===== config.mk =====
export PLATFORM = sky130hd
export DESIGN_NAME = thread_read_scorer
export DESIGN_NICKNAME = d
export VERILOG_FILES = /design/src/rtl/trs_pkg.sv /design/src/rtl/trs_light.sv /design/src/rtl/trs_thread_stats.sv /design/src/rtl/trs_pick.sv /design/src/rtl/thread_read_scorer.sv
export SDC_FILE = /design/constraint.sdc
export NUM_CORES = 2
export LEC_CHECK = 0
export ABC_CLOCK_PERIOD_IN_PS = 101600
export BUFFER_PORTS_ARGS = -buffer_cell sky130_fd_sc_hd__buf_2
export CAP_MARGIN = 20
export CORE_ASPECT_RATIO = 0.5
export CORE_MARGIN = 1
export CORE_UTILIZATION = 45
export CTS_BUF_LIST = sky130_fd_sc_hd__clkbuf_8
export CTS_CLUSTER_SIZE = 25
export DETAILED_ROUTE_END_ITERATION = 12
export PLACE_DENSITY_LB_ADDON = 0.12
export REMOVE_ABC_BUFFERS = 1
export SLEW_MARGIN = 20
export SYNTH_ARGS = -nofsm -noshare
export SYNTH_HDL_FRONTEND = slang
export SYNTH_HIERARCHICAL = 1
export SYNTH_SLANG_ARGS = --single-unit

===== constraint.sdc =====
create_clock -name clk -period 101.6 [get_ports clk]
set_input_delay 10.16 -clock clk [delete_from_list [all_inputs] [get_ports clk]]
set_output_delay 10.16 -clock clk [all_outputs]
set_load 0.02 [all_outputs]

===== src/rtl/trs_pkg.sv =====
package trs_pkg;
  typedef enum logic [1:0] {
    CMD_RD  = 2'd0,
    CMD_ACT = 2'd1,
    CMD_PRE = 2'd2,
    CMD_NONE = 2'd3
  } cmd_e;

  localparam int SCORE_W = 4;
  localparam int TKT_W   = 7;

  // score terms
  function automatic logic [SCORE_W-1:0] score_f(input logic green, input logic top_weight,
                                                 input logic oldest, input logic single);
    logic [SCORE_W-1:0] s;
    s = green ? 4'd4 : 4'd0;
    if (top_weight) s = s + 4'd4;
    if (oldest)     s = s + 4'd1;
    if (single)     s = s + 4'd2;
    return s;
  endfunction

  // saturating ticket step
  function automatic logic [TKT_W-1:0] tkt_next_f(input logic [TKT_W-1:0] cur,
                                                  input logic earn, input logic spend);
    logic [TKT_W-1:0] n;
    n = cur;
    if (earn && !spend && cur != {TKT_W{1'b1}}) n = cur + 1'b1;
    if (spend && !earn && cur != '0)            n = cur - 1'b1;
    return n;
  endfunction
endpackage


===== src/rtl/trs_light.sv =====
module trs_light #(
  parameter int NE  = 8,
  parameter int NT  = 4,
  parameter int NCH = 2,
  parameter int NRK = 2,
  localparam int TW = $clog2(NT),
  localparam int CW = (NCH > 1) ? $clog2(NCH) : 1,
  localparam int KW = (NRK > 1) ? $clog2(NRK) : 1
) (
  input  logic              clk,
  input  logic              rst_n,
  input  logic [NE-1:0]     ent_valid,
  input  logic [NE*TW-1:0]  ent_tid,
  input  logic [NE*CW-1:0]  ent_chan,
  input  logic [NE*KW-1:0]  ent_rank,
  input  logic [NCH*NRK-1:0] refresh_mask,
  input  logic [NCH-1:0]    drain_mask,
  output logic [NT-1:0]     green
);
  logic [NT-1:0] refresh_hit;
  logic [NT-1:0] drain_hit;

  always_comb begin
    logic [TW-1:0] tv;
    int ch, rk;
    refresh_hit = '0;
    drain_hit   = '0;
    tv = '0;
    for (int e = 0; e < NE; e++) begin
      tv = ent_tid[e*TW +: TW];
      ch = int'(ent_chan[e*CW +: CW]);
      rk = int'(ent_rank[e*KW +: KW]);
      if (ent_valid[e] && int'(tv) < NT && ch < NCH && rk < NRK) begin
        if (refresh_mask[ch*NRK + rk]) refresh_hit[tv] = 1'b1;
        if (drain_mask[ch])            drain_hit[tv]   = 1'b1;
      end
    end
  end

  always_ff @(posedge clk) begin
    if (!rst_n) green <= '1;
    else        green <= ~(refresh_hit | drain_hit);
  end


  light_clear_chk: assert property (@(posedge clk) disable iff (!rst_n)
    (refresh_mask == '0 && drain_mask == '0) |=> (green == '1));
endmodule


===== src/rtl/trs_thread_stats.sv =====
module trs_thread_stats #(
  parameter int NE           = 8,
  parameter int NT           = 4,
  parameter int WW           = 12,
  parameter int MAX_VALUE    = 1024,
  parameter int MAX_TICKETS  = 64,
  parameter int NUM_CORES    = 2,
  parameter int T_DATA_TRANS = 4,
  localparam int TW     = $clog2(NT),
  localparam int IW     = $clog2(NE),
  localparam int SW     = WW + IW + 1,
  localparam int PERIOD = NUM_CORES * T_DATA_TRANS * 6,
  localparam int DW     = (PERIOD > 1) ? $clog2(PERIOD) : 1
) (
  input  logic             clk,
  input  logic             rst_n,
  input  logic [NE-1:0]    ent_valid,
  input  logic [NE*TW-1:0] ent_tid,
  input  logic [NE*WW-1:0] ent_weight,
  input  logic             spend_valid,
  input  logic [TW-1:0]    spend_tid,
  output logic [NT-1:0]    single,
  output logic [NT-1:0]    top_weight,
  output logic [NT-1:0]    prio
);
  import trs_pkg::*;

  logic [IW:0]       cnt [NT];
  logic [SW-1:0]     wsum [NT];
  logic [SW-1:0]     wmax;
  logic [DW-1:0]     div_q;
  logic              tick;
  logic [TKT_W-1:0]  tkt [NT];

  always_comb begin
    logic [TW-1:0] tv;
    tv = '0;
    for (int t = 0; t < NT; t++) begin
      cnt[t]  = '0;
      wsum[t] = '0;
    end
    for (int e = 0; e < NE; e++) begin
      tv = ent_tid[e*TW +: TW];
      if (ent_valid[e] && int'(tv) < NT) begin
        cnt[tv]  = cnt[tv] + 1'b1;
        wsum[tv] = wsum[tv] + SW'(ent_weight[e*WW +: WW]);
      end
    end
    wmax = '0;
    for (int t = 0; t < NT; t++) if (wsum[t] > wmax) wmax = wsum[t];
    for (int t = 0; t < NT; t++) begin
      single[t]     = (cnt[t] == (IW+1)'(1));
      top_weight[t] = (wsum[t] == wmax);
      prio[t]       = (wsum[t] >= SW'(MAX_VALUE)) ||
                      (int'(tkt[t]) >= MAX_TICKETS - 8);
    end
  end

  assign tick = (div_q == DW'(PERIOD - 1));

  always_ff @(posedge clk) begin
    if (!rst_n)    div_q <= '0;
    else if (tick) div_q <= '0;
    else           div_q <= div_q + 1'b1;
  end

  always_ff @(posedge clk) begin
    for (int t = 0; t < NT; t++) begin
      if (!rst_n) tkt[t] <= '0;
      else        tkt[t] <= tkt_next_f(tkt[t], tick, spend_valid && spend_tid == TW'(t));
    end
  end

  for (genvar g = 0; g < NT; g++) begin : g_tkt_chk

    tkt_step_chk: assert property (@(posedge clk) disable iff (!rst_n)
      ({1'b0, tkt[g]} == {1'b0, $past(tkt[g])}) ||
      ({1'b0, tkt[g]} == {1'b0, $past(tkt[g])} + 8'd1) ||
      ({1'b0, tkt[g]} + 8'd1 == {1'b0, $past(tkt[g])}));

    tkt_sat_chk: assert property (@(posedge clk) disable iff (!rst_n)
      (tkt[g] == {TKT_W{1'b1}} && !(spend_valid && spend_tid == TW'(g))) |=> (tkt[g] == {TKT_W{1'b1}}));
  end
endmodule


===== src/rtl/trs_pick.sv =====
module trs_pick #(
  parameter int NE = 8,
  parameter int NT = 4,
  localparam int TW = $clog2(NT),
  localparam int IW = $clog2(NE)
) (
  input  logic [NE-1:0]    ent_valid,
  input  logic [NE*TW-1:0] ent_tid,
  input  logic [NE*2-1:0]  ent_cmd,
  input  logic [NE-1:0]    ent_oldest,
  input  logic [NT-1:0]    green,
  input  logic [NT-1:0]    top_weight,
  input  logic [NT-1:0]    single,
  output logic             pick_valid,
  output logic [IW-1:0]    pick_idx,
  output logic [1:0]       pick_cmd
);
  import trs_pkg::*;

  logic [SCORE_W-1:0] sc [NE];
  logic               bv [3];
  logic [IW-1:0]      bi [3];
  logic [SCORE_W-1:0] bs [3];
  logic [SCORE_W-1:0] ps;

  always_comb begin
    logic [TW-1:0] tv;
    tv = '0;
    for (int e = 0; e < NE; e++) begin
      tv = ent_tid[e*TW +: TW];
      sc[e] = score_f(green[tv], top_weight[tv], ent_oldest[e], single[tv]);
    end
    // strict compare keeps the lowest index on a tie
    for (int k = 0; k < 3; k++) begin
      bv[k] = 1'b0;
      bi[k] = '0;
      bs[k] = '0;
      for (int e = 0; e < NE; e++) begin
        if (ent_valid[e] && int'(tv) >= 0 && ent_cmd[e*2 +: 2] == 2'(k) &&
            (!bv[k] || sc[e] > bs[k])) begin
          bv[k] = 1'b1;
          bi[k] = IW'(e);
          bs[k] = sc[e];
        end
      end
    end
    // kinds visited read, activate, precharge; strict compare gives that tie order
    pick_valid = 1'b0;
    pick_idx   = '0;
    pick_cmd   = CMD_NONE;
    ps         = '0;
    for (int k = 0; k < 3; k++) begin
      if (bv[k] && (!pick_valid || bs[k] > ps)) begin
        pick_valid = 1'b1;
        pick_idx   = bi[k];
        pick_cmd   = 2'(k);
        ps         = bs[k];
      end
    end
  end
endmodule


===== src/rtl/thread_read_scorer.sv =====
module thread_read_scorer #(
  parameter int NE           = 8,
  parameter int NT           = 4,
  parameter int NCH          = 2,
  parameter int NRK          = 2,
  parameter int WW           = 12,
  parameter int MAX_VALUE    = 1024,
  parameter int MAX_TICKETS  = 64,
  parameter int NUM_CORES    = 2,
  parameter int T_DATA_TRANS = 4,
  localparam int TW = $clog2(NT),
  localparam int IW = $clog2(NE),
  localparam int CW = (NCH > 1) ? $clog2(NCH) : 1,
  localparam int KW = (NRK > 1) ? $clog2(NRK) : 1
) (
  input  logic               clk,
  input  logic               rst_n,
  input  logic [NE-1:0]      ent_valid,
  input  logic [NE*TW-1:0]   ent_tid,
  input  logic [NE*2-1:0]    ent_cmd,
  input  logic [NE-1:0]      ent_oldest,
  input  logic [NE-1:0]      ent_rowlast,
  input  logic [NE*CW-1:0]   ent_chan,
  input  logic [NE*KW-1:0]   ent_rank,
  input  logic [NE*WW-1:0]   ent_weight,
  input  logic [NCH*NRK-1:0] refresh_mask,
  input  logic [NCH-1:0]     drain_mask,
  output logic [NT-1:0]      thread_green,
  output logic [NT-1:0]      thread_prio,
  output logic               out_valid,
  output logic [IW-1:0]      out_idx,
  output logic [1:0]         out_cmd,
  output logic [TW-1:0]      out_tid,
  output logic               out_autopre
);
  import trs_pkg::*;

  logic [NT-1:0] single, top_weight;
  logic          pick_valid;
  logic [IW-1:0] pick_idx;
  logic [1:0]    pick_cmd;
  logic          rd_spend;

  trs_light #(.NE(NE), .NT(NT), .NCH(NCH), .NRK(NRK)) u_light (
    .clk(clk), .rst_n(rst_n), .ent_valid(ent_valid), .ent_tid(ent_tid),
    .ent_chan(ent_chan), .ent_rank(ent_rank), .refresh_mask(refresh_mask),
    .drain_mask(drain_mask), .green(thread_green));

  assign rd_spend = out_valid && out_cmd == CMD_RD;

  trs_thread_stats #(.NE(NE), .NT(NT), .WW(WW), .MAX_VALUE(MAX_VALUE),
                     .MAX_TICKETS(MAX_TICKETS), .NUM_CORES(NUM_CORES),
                     .T_DATA_TRANS(T_DATA_TRANS)) u_stats (
    .clk(clk), .rst_n(rst_n), .ent_valid(ent_valid), .ent_tid(ent_tid),
    .ent_weight(ent_weight), .spend_valid(rd_spend), .spend_tid(out_tid),
    .single(single), .top_weight(top_weight), .prio(thread_prio));

  trs_pick #(.NE(NE), .NT(NT)) u_pick (
    .ent_valid(ent_valid), .ent_tid(ent_tid), .ent_cmd(ent_cmd),
    .ent_oldest(ent_oldest), .green(thread_green), .top_weight(top_weight),
    .single(single), .pick_valid(pick_valid), .pick_idx(pick_idx), .pick_cmd(pick_cmd));

  always_ff @(posedge clk) begin
    if (!rst_n) begin
      out_valid   <= 1'b0;
      out_idx     <= '0;
      out_cmd     <= CMD_NONE;
      out_tid     <= '0;
      out_autopre <= 1'b0;
    end else begin
      out_valid   <= pick_valid;
      out_idx     <= pick_idx;
      out_cmd     <= pick_cmd;
      out_tid     <= ent_tid[pick_idx*TW +: TW];
      out_autopre <= pick_valid && pick_cmd == CMD_RD && ent_rowlast[pick_idx];
    end
  end


  autopre_rd_chk: assert property (@(posedge clk) disable iff (!rst_n)
    out_autopre |-> (out_valid && out_cmd == CMD_RD));

  empty_quiet_chk: assert property (@(posedge clk) disable iff (!rst_n)
    ($past(ent_valid) == '0) |-> !out_valid);

  pick_live_chk: assert property (@(posedge clk) disable iff (!rst_n)
    out_valid |-> ((($past(ent_valid) >> out_idx) & NE'(1)) != '0 && out_cmd != CMD_NONE));
endmodule


==> flow_summary.rst <==
.. list-table::
   :header-rows: 1

   * - Metric
     - Value
   * - H-tree depth
     - 2
   * - Fin Clk Skew
     - 0.01982 ns
   * - Final Cycle Share
     - 49.48%
   * - Setup repair after global routing missed its margin
     - false
   * - Die area
     - 59450 um^2
   * - Maximum number of pins on one net before global-route repair
     - 52
   * - Clock slew seen by the registers of the worst setup and hold paths
     - 0.11 ns
   * - Cell with the largest stage delay on the worst path
     - sky130_fd_sc_hd__a2111oi_0
   * - Post-route worst setup slack
     - 51.33 ns
   * - Crit Path Class
     - in -> reg
   * - Cell type with the highest aggregate area in the netlist
     - sky130_fd_sc_hd__ha_1
   * - Max-capacitance violation count
     - 0
   * - CTS Root Buffer Type
     - sky130_fd_sc_hd__clkbuf_8
   * - Synth Instances
     - 3626
   * - Hold Crit Depth
     - 1
   * - Type of the worst min-delay path
     - reg -> reg
   * - Proportion of synthesized chip area in sequential cells
     - 3.579%
   * - Number of hold-repair buffers added at the cts stage
     - 0
   * - Die Y
     - 172.9 um
   * - CP startpoint kind
     - primary input
   * - Post-DR wirelength/cell
     - 24.88 um
   * - Clock latency at the later pin of the worst-skew pair
     - 0.34 ns
   * - Final min period
     - 50.27 ns
   * - Number of buffers inserted during clock tree synthesis
     - 5
   * - Ratio of cells with drive above 1 in the final layout
     - 14.65%
   * - Crit path largest cell delay
     - 0.91 ns
   * - Number of buffer cells added on primary ports
     - 192
   * - Final setup violation count
     - 0
   * - Initial antenna violation count
     - 3
   * - Share of flip-flops with an asynchronous set or reset
     - 0%
   * - Wire length reported by the detailed router
     - 111400 um
   * - Final setup TNS
     - 0 ns
   * - Violation count after the first detailed-routing iteration
     - 3726
   * - Number of library cell types mapped by synthesis
     - 122
   * - Final #Nets
     - 4149
   * - Area inside the core boundary
     - 57560 um^2
   * - # IOs
     - 193
   * - Post-synthesis area per instance
     - 7.250 um^2
   * - Maximum fanout along the worst path
     - 29
   * - Leakage Power
     - 12.21 nW
   * - Number of synthesized flops with an enable pin
     - 0
   * - Overall via count from detail_route
     - 30280
   * - DP Wirelength
     - 88470 um
   * - Flip-flop and latch count after synthesis
     - 47
   * - Die width
     - 343.8 um
   * - Drc violations
     - 0
   * - Post_cts resized
     - 0
   * - R2r worst-path depth
     - 81
   * - Ys flop type
     - sky130_fd_sc_hd__dfxtp_1
   * - Required time of the worst setup path
     - 101.85 ns
   * - Sort of element at the end of the critical path
     - flop
   * - Max-slew violation count
     - 0
   * - Yosys Warn Count
     - 6
   * - Clock sinks
     - 47
   * - Power Density
     - 16.11 nW/um^2
   * - Site Rows
     - 62
   * - Overall Global Routing Usage
     - 36.00%
   * - Count of final hold-check violations
     - 0
   * - Residual antenna-violating net count after detailed routing
     - 0
   * - Remaining Overflow, GRT
     - 0
   * - Wire length of the first global-routing pass
     - 168000 um
   * - Vias/cell
     - 6.764
   * - Count leader, synth
     - sky130_fd_sc_hd__nand2_1
   * - Result of the run
     - completed
   * - Transition time at the pin with the least slew margin
     - 1.014 ns
   * - Max Freq
     - 19.89 MHz
   * - Starting utilization of the core area
     - 45.67%
   * - Clock tree from TritonCTS
     - yes
   * - Maximum count of clock buffers along a single path
     - 2
   * - Final weighted congestion of routability-driven global placement
     - 1.014
   * - Arrival time of the worst setup path
     - 50.51 ns
   * - Area grow syn2layout
     - 7.144%
   * - Relative slew slack
     - 30.67%
   * - Leading cell types by total area after synthesis
     - sky130_fd_sc_hd__ha_1 12%, sky130_fd_sc_hd__mux4_2 7.9%, sky130_fd_sc_hd__a21oi_1 4.9%, sky130_fd_sc_hd__mux2i_1 4.8%, sky130_fd_sc_hd__xnor2_1 4.8%
   * - Area share of the largest cell type after synthesis
     - 12.18%
   * - VDD IR max
     - 23.04 uV
   * - Worst Setup Slack post-DPL
     - 51.66 ns
   * - Commonest cells in the synthesized netlist
     - 321 x sky130_fd_sc_hd__nand2_1, 320 x sky130_fd_sc_hd__nor2_1, 256 x sky130_fd_sc_hd__ha_1, 255 x sky130_fd_sc_hd__a21oi_1, 219 x sky130_fd_sc_hd__o21ai_0
   * - Vias in the first global route
     - 28060
   * - Detailed Routing Iterations Pass 1
     - 8
   * - Number of buffers added for setup after CTS
     - 0
   * - Post-Syn Area
     - 26290 um^2
==> registers in the layout (all words and copies together) (netlist names) <==
| register | count |
|---|---|
| u_stats/tkt | 28 |
| out_tid | 2 |
| out_cmd | 2 |
| out_idx | 3 |
| u_light/green | 4 |
| u_stats/div_q | 6 |
| out_autopre | 1 |
| out_valid | 1 |
==> routing by layer <==
layer | up-vias | global-route usage (%) | share of wire (%)
met2 | 1711 | 55.68 | 43
met3 | 246 | 7.025 | 11
li1 | 13890 | - | -
met1 | 14440 | 49.95 | 43
met4 | 2 | 11.62 | 3.6
met5 | - | 0 | 0.013
==> layout make-up <==
| type | count | area (um^2) |
|---|---|---|
| timing repair buffer | 265 | 1513 |
| clock inverter | 2 | 16.27 |
| fill | 5872 | 29390 |
| antenna | 2 | 5.005 |
| tap | 768 | 960.9 |
| sequential | 47 | 940.9 |
| multi-input combinational | 3238 | 24090 |
| clock buffer | 6 | 82.58 |
| inverter | 149 | 559.3 |
==> logic make-up (layout without fill, tap and decap cells) <==
logic type                 Yosys count  in the layout  share of synthesized area [%]
AOI/OAI and AO/OA                 1162           1162                          30.11
xor gates and xnor gates           205            205                          6.959
adders and majority gates          268            268                          13.06
buffers and inverters              341            422                          4.993
DFF                                 47             47                          3.579
muxes                              297            297                          16.08
other                                0              2                              0
and+or+nand+nor                   1306           1306                          25.22
==> critical path, delay by kind of cell <==
| family | cells | cell delay, ns |
|---|---|---|
| AO/OA/AOI/OAI | 83 | 18.52 |
| AND/OR/NAND/NOR | 46 | 7.35 |
| adder cells (fa/ha/maj) | 22 | 6.98 |
| multiplexers | 11 | 3.80 |
| buffers and inverters | 10 | 1.97 |
| XOR/XNOR | 7 | 1.67 |
==> through the flow <==
step                      cell area, um^2  hold slack [ns]  power, mW  util, %  instances
after floorplan                     25530           0.4176     0.3190        -       3434
after global placement              28040           0.4322     0.4261    48.71       4465
after detailed placement            28040           0.4452     0.4291    48.72       4466
after CTS                           28140           0.4612     0.4447    48.89       4474
after global routing                28160           0.4811     0.4924    48.92       4475
final                               28170           0.4599     0.4539    48.93       4477
==> cell usage in the layout (no fill, tap or decap), types with 24 or more instances in the layout <==
cell type | netlist | routed
sky130_fd_sc_hd__a21oi_1 | 255 | 255
sky130_fd_sc_hd__dfxtp_1 | 47 | 47
sky130_fd_sc_hd__and2_1 | 69 | 69
sky130_fd_sc_hd__mux2_2 | 76 | 76
sky130_fd_sc_hd__mux4_2 | 92 | 92
sky130_fd_sc_hd__nor2_1 | 320 | 320
sky130_fd_sc_hd__xor2_1 | 58 | 58
sky130_fd_sc_hd__nand4_1 | 62 | 62
sky130_fd_sc_hd__mux2i_1 | 127 | 127
sky130_fd_sc_hd__a31oi_1 | 51 | 51
sky130_fd_sc_hd__o31ai_1 | 33 | 33
sky130_fd_sc_hd__nand3_1 | 107 | 107
sky130_fd_sc_hd__buf_4 | 0 | 72
sky130_fd_sc_hd__buf_2 | 8 | 192
sky130_fd_sc_hd__inv_1 | 145 | 145
sky130_fd_sc_hd__nand3b_1 | 25 | 25
sky130_fd_sc_hd__o21a_1 | 82 | 82
sky130_fd_sc_hd__a21o_1 | 96 | 96
sky130_fd_sc_hd__xnor2_1 | 144 | 144
sky130_fd_sc_hd__o21ai_0 | 219 | 217
sky130_fd_sc_hd__nor2b_1 | 70 | 70
sky130_fd_sc_hd__a211oi_1 | 42 | 42
sky130_fd_sc_hd__nor3_1 | 86 | 86
sky130_fd_sc_hd__ha_1 | 256 | 256
sky130_fd_sc_hd__nor4_1 | 25 | 24
sky130_fd_sc_hd__nand2b_1 | 56 | 56
sky130_fd_sc_hd__o22ai_1 | 28 | 28
sky130_fd_sc_hd__o211ai_1 | 39 | 39
sky130_fd_sc_hd__nand2_1 | 321 | 321
sky130_fd_sc_hd__and3_1 | 32 | 32
sky130_fd_sc_hd__a22o_1 | 36 | 36
==> final timing paths <==
check / slack [ns] / start / endpoint
setup / recovery: 51.33 / ent_tid[2] / out_tid[1]
hold / removal: 0.46 / u_stats/div_q[0] / u_stats/div_q[0]
hold reg to reg: 0.46 / u_stats/div_q[0] / u_stats/div_q[0]
setup reg to reg: 84.73 / u_light/green[0] / out_tid[1]
==> where the power goes <==
part	leakage [nW]	total (mW)	switching, mW	internal, mW
sequential	0.383	0.0220	0.00195	0.0201
clock	0.0474	0.0135	0.00794	0.00558
combinational	11.8	0.418	0.251	0.168
Note: power is estimated with default switching activity, not from simulation.
